==> config.mk <==
export PLATFORM = sky130hd
export DESIGN_NAME = shock_detect
export DESIGN_NICKNAME = d
export VERILOG_FILES = /design/src/rtl/shock_pkg.sv /design/src/rtl/shock_datapath.sv /design/src/rtl/shock_ctrl.sv /design/src/rtl/shock_detect.sv
export SDC_FILE = /design/constraint.sdc
export NUM_CORES = 1
export LEC_CHECK = 0
export ABC_AREA = 1
export CORE_MARGIN = 3
export CORE_UTILIZATION = 55
export CTS_CLUSTER_DIAMETER = 200
export DETAILED_ROUTE_END_ITERATION = 12
export PLACE_DENSITY = 0.85
export SLEW_MARGIN = 20
export SYNTH_ARGS = -nofsm -noshare
export SYNTH_HDL_FRONTEND = slang
export SYNTH_SLANG_ARGS = --single-unit
==> constraint.sdc <==
create_clock -name clk -period 6.58 [get_ports clk]
set_clock_uncertainty 0.05 [all_clocks]
set_input_delay 0.987 -clock clk [delete_from_list [all_inputs] [get_ports clk]]
set_output_delay 0.987 -clock clk [all_outputs]
set_load 0.02 [all_outputs]
==> src/rtl/shock_pkg.sv <==
package shock_pkg;

  localparam int NUM_AXES = 3;

  typedef enum logic [2:0] {
    ST_IDLE,
    ST_SPIKE1,
    ST_LATENT,
    ST_WINDOW,
    ST_SPIKE2,
    ST_HOLD
  } detState_t;

  // control -> datapath strobes
  typedef struct packed {
    logic cntLoadOne;
    logic cntClear;
    logic cntInc;
    logic capFirst;
    logic capSecond;
    logic fireSingle;
    logic fireDouble;
  } ctrlStrobe_t;

  // datapath -> control conditions
  typedef struct packed {
    logic spike;
    logic cntGeDur;
    logic cntLeDur;
    logic latLast;
    logic winLast;
  } dpStatus_t;

endpackage

==> src/rtl/shock_datapath.sv <==
module shock_datapath
  import shock_pkg::*;
#(
  parameter int SAMPLE_W = 16,
  parameter int CNT_W    = 8
) (
  input  logic                               clk,
  input  logic                               rst_n,
  input  logic                               sampleValid,
  input  logic [NUM_AXES-1:0][SAMPLE_W-1:0]  accelVec,
  input  logic [SAMPLE_W-1:0]                threshold,
  input  logic [NUM_AXES-1:0]                axisEn,
  input  logic [CNT_W-1:0]                   durLen,
  input  logic [CNT_W-1:0]                   latLen,
  input  logic [CNT_W-1:0]                   winLen,
  input  logic                               clearStrobe,
  input  ctrlStrobe_t                        strobe,
  output dpStatus_t                          status,
  output logic                               singlePulse,
  output logic                               doublePulse,
  output logic                               singleFlag,
  output logic                               doubleFlag,
  output logic [NUM_AXES-1:0]                firstAxis
);

  logic [NUM_AXES-1:0][SAMPLE_W-1:0] magVec;
  logic [NUM_AXES-1:0]               aboveVec;
  logic [CNT_W-1:0]                  cnt;
  logic [NUM_AXES-1:0]               candFirst;
  logic [NUM_AXES-1:0]               candSecond;

  // per-axis magnitude compare
  for (genvar g = 0; g < NUM_AXES; g++) begin : g_axis
    assign magVec[g]   = accelVec[g][SAMPLE_W-1] ? ((~accelVec[g]) + 1'b1) : accelVec[g];
    assign aboveVec[g] = axisEn[g] && (magVec[g] > threshold);
  end

  assign status.spike    = sampleValid && (|aboveVec);
  assign status.cntGeDur = (cnt >= durLen);
  assign status.cntLeDur = (cnt <= durLen);
  assign status.latLast  = (({1'b0, cnt} + 1'b1) == {1'b0, latLen});
  assign status.winLast  = (({1'b0, cnt} + 1'b1) == {1'b0, winLen});

  // shared sample counter
  always_ff @(posedge clk or negedge rst_n) begin
    if (!rst_n) begin
      cnt <= '0;
    end else if (strobe.cntLoadOne) begin
      cnt <= CNT_W'(1);
    end else if (strobe.cntClear) begin
      cnt <= '0;
    end else if (strobe.cntInc) begin
      cnt <= cnt + 1'b1;
    end
  end

  // candidate axis capture at excursion start
  always_ff @(posedge clk or negedge rst_n) begin
    if (!rst_n) begin
      candFirst  <= '0;
      candSecond <= '0;
    end else begin
      if (strobe.capFirst)  candFirst  <= aboveVec;
      if (strobe.capSecond) candSecond <= aboveVec;
    end
  end

  // events, status and sticky flags
  always_ff @(posedge clk or negedge rst_n) begin
    if (!rst_n) begin
      singlePulse <= 1'b0;
      doublePulse <= 1'b0;
      singleFlag  <= 1'b0;
      doubleFlag  <= 1'b0;
      firstAxis   <= '0;
    end else begin
      singlePulse <= strobe.fireSingle;
      doublePulse <= strobe.fireDouble;
      if (strobe.fireSingle)      singleFlag <= 1'b1;
      else if (clearStrobe)       singleFlag <= 1'b0;
      if (strobe.fireDouble)      doubleFlag <= 1'b1;
      else if (clearStrobe)       doubleFlag <= 1'b0;
      if (strobe.fireDouble)      firstAxis  <= candSecond;
      else if (strobe.fireSingle) firstAxis  <= candFirst;
    end
  end

  AST_SINGLE_ONE_CYCLE: assert property (@(posedge clk) disable iff (!rst_n)
    singlePulse |=> !singlePulse);
  AST_DOUBLE_ONE_CYCLE: assert property (@(posedge clk) disable iff (!rst_n)
    doublePulse |=> !doublePulse);
  AST_FLAG_WITH_PULSE: assert property (@(posedge clk) disable iff (!rst_n)
    (singlePulse |-> singleFlag) and (doublePulse |-> doubleFlag));
  AST_FLAG_STICKY: assert property (@(posedge clk) disable iff (!rst_n)
    (singleFlag && !clearStrobe) |=> singleFlag);
  AST_AXIS_HELD: assert property (@(posedge clk) disable iff (!rst_n)
    !(singlePulse || doublePulse) |-> $stable(firstAxis));

endmodule

==> src/rtl/shock_ctrl.sv <==
module shock_ctrl
  import shock_pkg::*;
#(
  parameter int CNT_W = 8
) (
  input  logic             clk,
  input  logic             rst_n,
  input  logic             sampleValid,
  input  dpStatus_t        status,
  input  logic [CNT_W-1:0] latLen,
  input  logic [CNT_W-1:0] winLen,
  input  logic             suppressEn,
  input  logic             singleEn,
  input  logic             doubleEn,
  output ctrlStrobe_t      strobe
);

  detState_t state, nextState;
  logic      doubleArmed;

  assign doubleArmed = doubleEn && (latLen != '0) && (winLen != '0);

  always_ff @(posedge clk or negedge rst_n) begin
    if (!rst_n) state <= ST_IDLE;
    else        state <= nextState;
  end

  always_comb begin
    nextState = state;
    strobe    = '0;
    if (sampleValid) begin
      case (state)
        ST_IDLE: begin
          if (status.spike) begin
            strobe.cntLoadOne = 1'b1;
            strobe.capFirst   = 1'b1;
            nextState         = ST_SPIKE1;
          end
        end
        ST_SPIKE1: begin
          if (status.spike) begin
            if (status.cntGeDur) nextState = ST_HOLD;
            else                 strobe.cntInc = 1'b1;
          end else if (status.cntLeDur) begin
            strobe.fireSingle = singleEn;
            if (doubleArmed) begin
              strobe.cntClear = 1'b1;
              nextState       = ST_LATENT;
            end else begin
              nextState = ST_IDLE;
            end
          end else begin
            nextState = ST_IDLE;
          end
        end
        ST_LATENT: begin
          if (status.latLast && status.spike) begin
            nextState = ST_HOLD;
          end else if (status.spike && suppressEn) begin
            nextState = ST_IDLE;
          end else if (status.latLast) begin
            strobe.cntClear = 1'b1;
            nextState       = ST_WINDOW;
          end else begin
            strobe.cntInc = 1'b1;
          end
        end
        ST_WINDOW: begin
          if (status.spike) begin
            strobe.cntLoadOne = 1'b1;
            strobe.capSecond  = 1'b1;
            nextState         = ST_SPIKE2;
          end else if (status.winLast) begin
            nextState = ST_IDLE;
          end else begin
            strobe.cntInc = 1'b1;
          end
        end
        ST_SPIKE2: begin
          if (status.spike) begin
            if (status.cntGeDur) nextState = ST_HOLD;
            else                 strobe.cntInc = 1'b1;
          end else begin
            strobe.fireDouble = doubleEn && status.cntLeDur;
            nextState         = ST_IDLE;
          end
        end
        ST_HOLD: begin
          if (!status.spike) nextState = ST_IDLE;
        end
        default: nextState = ST_IDLE;
      endcase
    end
  end

  AST_STALL_NO_VALID: assert property (@(posedge clk) disable iff (!rst_n)
    !sampleValid |=> $stable(state));
  AST_DOUBLE_ARMED: assert property (@(posedge clk) disable iff (!rst_n)
    (state == ST_LATENT) |-> (latLen != '0 && winLen != '0));

endmodule

==> src/rtl/shock_detect.sv <==
module shock_detect
  import shock_pkg::*;
#(
  parameter int SAMPLE_W = 16,
  parameter int CNT_W    = 8
) (
  input  logic                clk,
  input  logic                rst_n,
  input  logic                sampleValid,
  input  logic [SAMPLE_W-1:0] accelX,
  input  logic [SAMPLE_W-1:0] accelY,
  input  logic [SAMPLE_W-1:0] accelZ,
  input  logic [SAMPLE_W-1:0] threshold,
  input  logic [CNT_W-1:0]    durLen,
  input  logic [CNT_W-1:0]    latLen,
  input  logic [CNT_W-1:0]    winLen,
  input  logic [2:0]          axisEn,
  input  logic                suppressEn,
  input  logic                singleEn,
  input  logic                doubleEn,
  input  logic                clearStrobe,
  output logic                singlePulse,
  output logic                doublePulse,
  output logic                singleFlag,
  output logic                doubleFlag,
  output logic [2:0]          firstAxis
);

  ctrlStrobe_t                       strobe;
  dpStatus_t                         status;
  logic [NUM_AXES-1:0][SAMPLE_W-1:0] accelVec;

  assign accelVec = {accelZ, accelY, accelX};

  shock_ctrl #(.CNT_W(CNT_W)) u_ctrl (
    .clk        (clk),
    .rst_n      (rst_n),
    .sampleValid(sampleValid),
    .status     (status),
    .latLen     (latLen),
    .winLen     (winLen),
    .suppressEn (suppressEn),
    .singleEn   (singleEn),
    .doubleEn   (doubleEn),
    .strobe     (strobe)
  );

  shock_datapath #(.SAMPLE_W(SAMPLE_W), .CNT_W(CNT_W)) u_dp (
    .clk        (clk),
    .rst_n      (rst_n),
    .sampleValid(sampleValid),
    .accelVec   (accelVec),
    .threshold  (threshold),
    .axisEn     (axisEn),
    .durLen     (durLen),
    .latLen     (latLen),
    .winLen     (winLen),
    .clearStrobe(clearStrobe),
    .strobe     (strobe),
    .status     (status),
    .singlePulse(singlePulse),
    .doublePulse(doublePulse),
    .singleFlag (singleFlag),
    .doubleFlag (doubleFlag),
    .firstAxis  (firstAxis)
  );

endmodule

==> metrics <==
status complete, no violations; ANT cells 0; Core Rows 30; Filler Cell Count roughly 570; post-synth top area share between 10% and 20%; number of max-cap violations 0; post-DP HPWL just over 10 mm; GRT Total Usage 27.0%; Max Clock Freq around 0.21 GHz; CTS clk-pin slew, worst paths approximately 0.08 ns; setup slack after layout 1.91 ns; LEAKAGE ~2.7 nW; Critical Path RT 6.69 ns; FF-to-FF Start u_dp.cnt[5]; CTS H-tree depth 1; gr ovfl total 0; Synth area leader ha_1; largest net degree at the start of global routing 25; DIE HEIGHT 92.3 um; post-DR vias/cell 5.39; Post-Synth Simple-Gate Area a little under two fifths; actual slew at the worst max-slew pin 0.592 ns; Setup Buffers After CTS 0; Max Fanout on Critical Path 9; Hold Startpoint u_dp.candSecond[0]; Wirelength per Cell about 14 um; r2r setup slk between 4 and 5 ns; Antenna Violating Nets Remaining 0; syn nets about 800; period utilization around 71%; Die X 92.3 um; area grow syn2layout 29.1%; Cells after Synth approximately 640; pwr/cell area approximately 170 nW/um2; Slew HR ~60%; top_reg_cell synth dfrtp_1; combinational family with the most area after synthesis simple AND/OR/NAND/NOR gates; Post-Synth XOR/XNOR Area under 10%; initial antenna violation count 0; CP Class in2reg; EDFF count, synth 0; IO Pins about 110; Worst-Skew Late Latency approximately 0.26 ns; Detailed Routing Iterations Pass 1 5; post-synthesis mux area share 0%; worst-case hold slack ~0.47 ns; DRC 0; number of buffers created by CTS 3; largest cells by area after synthesis ha_1, nand2_1, dfrtp_1, inv_1, xor2_1; DP Worst Slack 1.68 ns; Total Power 0.000888 W; CTS Root Cell clkbuf_8; vias in the first global route roughly 4200; flops & latches, synth 24; Mapped Area 4100 um2; CP startpoint kind input pin; Mapped Avg Cell Area roughly 6.4 um2; Hold Crit Depth 2; GP Congestion 1.02; CTS tree done; Peak VDD IR about 130 uV; R2R cell count 11; Hold EP u_dp.candSecond[0]; Vias roughly 4500; WL final between 10 and 15 mm; Port Buffers 104; first-pass GRT wire length approximately 19 mm; Total Die Area around 8500 um2; hold buffer count at cts 0; clk sinks 24; final hold viol count 0; fraction of layout cells with a size suffix above 1 around 6.5%; post-cts gate resize count 0; Worst setup EP type register; initial core utilization slightly below 60%; Synthesis Warnings 0; Adder-Cell Fraction of Synth Area a little under a fifth; crit path DAT ~4.8 ns; post-synthesis compound-gate area fraction a little under a tenth; Hold WC Path Type reg2reg; synth unique cells 40; Reg2Reg Capture Point u_dp.firstAxis[2]; Final setup viols 0; Nets 900; Post-synth ARST share 100%; post-layout min period roughly 4.7 ns; DR iter-0 viols around 260; maximum clock insertion buffer count 2; placeable core region about 7000 um2; RSZ-0062 raised after global routing false; Pins Over Slew Limit 0; setup_tns 0 ns; sequential element share of the synthesized area between 10% and 20%
[metal layers]
layer,vias to the layer above,GRT usage [%],share of wire (%)
met5,-,0,0
met4,0,5.45,1.4
met3,21,4.87,8.4
met2,183,43.9,44
met1,2041,37.4,46
li1,2266,-,-
[kinds of logic (layout without fill, tap and decap cells)]
| logic type | Yosys count | after routing |
|---|---|---|
| compound gates | 65 | 65 |
| xor+xnor | 42 | 42 |
| fa+ha+maj | 60 | 60 |
| buf+inv | 111 | 214 |
| flops | 24 | 24 |
| simple gates | 336 | 336 |
[cells in the final DEF (no fill, tap or decap), types with 2 or more instances in the layout]
cell,Yosys,layout
xnor2_1,18,18
nand2_1,172,172
nand3_2,3,3
inv_1,101,101
nand3b_1,5,5
nand2_2,12,12
nand2_4,3,3
clkbuf_8,1,3
nor2_1,51,51
ha_1,60,60
dfrtp_1,24,24
a21oi_4,2,2
nand4_1,10,10
nor3_1,14,14
nor4_1,9,9
o21ai_0,25,25
xor2_1,24,24
nand3_4,2,2
o21a_1,3,3
clkdlybuf4s50_1,0,103
a21o_1,2,2
or2_2,2,2
nand3_1,39,39
a21oi_1,26,26
inv_2,4,4
nor2_2,9,9
[critical path, cell delays in order]
cell             delay [ns]
clkdlybuf4s50_1        0.45
nor2_1                 0.15
inv_1                  0.07
nor4_1                 0.19
inv_1                  0.09
nor3_1                 0.22
nand2_1                0.13
nor3_1                 0.22
nand2_1                0.11
nor4_1                 0.23
ha_1                   0.30
a21oi_1                0.17
o21ai_0                0.11
a21oi_1                0.16
nand2_1                0.08
nand2_2                0.11
nand3_4                0.11
nand2_4                0.11
inv_2                  0.07
nand2_1                0.17
nand2_2                0.12
a21oi_4                0.23
nand2_1                0.08
nand2_1                0.06
nand2_1                0.04
[power by group]
part	switching, W	total [W]	internal [W]
Clock	0.0000459	0.000127	0.0000813
Sequential	0.0000435	0.000231	0.000187
Combinational	0.000303	0.000530	0.000228
Total	0.000392	0.000888	0.000496
[synthesized netlist by cell type (5+ instances only)]
cell type,count
nand2_1,172
inv_1,101
ha_1,60
nor2_1,51
nand3_1,39
a21oi_1,26
o21ai_0,25
dfrtp_1,24
xor2_1,24
xnor2_1,18
nor3_1,14
nand2_2,12
nand4_1,10
nor2_2,9
nor4_1,9
nand3b_1,5
[metrics by stage]
step | cells | area, um2 | utilization (%)
after floorplan | 638 | 4100 | -
after global placement | 833 | 5220 | 74.4
after detailed placement | 833 | 5220 | 74.4
after CTS | 837 | 5290 | 75.4
after global routing | 837 | 5290 | 75.3
final | 837 | 5290 | 75.3
[sequential cells by signal (all words and copies together) (netlist names)]
signal and cells:
u_ctrl.state 3, u_dp.singleFlag 1, u_dp.doubleFlag 1, u_dp.firstAxis 3, u_dp.singlePulse 1, u_dp.candFirst 3
u_dp.candSecond 3, u_dp.cnt 8, u_dp.doublePulse 1
[layout make-up]
cell class	instances	area, um2	area share [%]
Multi-Input combinational cell	503	3060	57.9
Timing Repair Buffer	104	1040	19.6
Sequential cell	24	601	11.4
Inverter	106	400	7.57
Tap cell	96	120	2.27
Clock buffer	3	41.3	0.781
Clock inverter	1	30.0	0.568
[worst max path at each step]
stage | cells after the start | startpoint | to | slack [ns]
after floorplan | 24 | accelY[0] | u_dp.cnt[0] | 2.68
after global placement | 26 | accelX[0] | u_dp.cnt[0] | 1.71
after detailed placement | 25 | accelX[3] | u_dp.cnt[0] | 1.68
after CTS | 26 | accelX[0] | u_dp.cnt[0] | 1.94
after global routing | 25 | accelX[3] | u_dp.cnt[0] | 1.38
final | 25 | accelX[3] | u_dp.cnt[0] | 1.91
No activity file was read; power rests on OpenSTA's default activity.
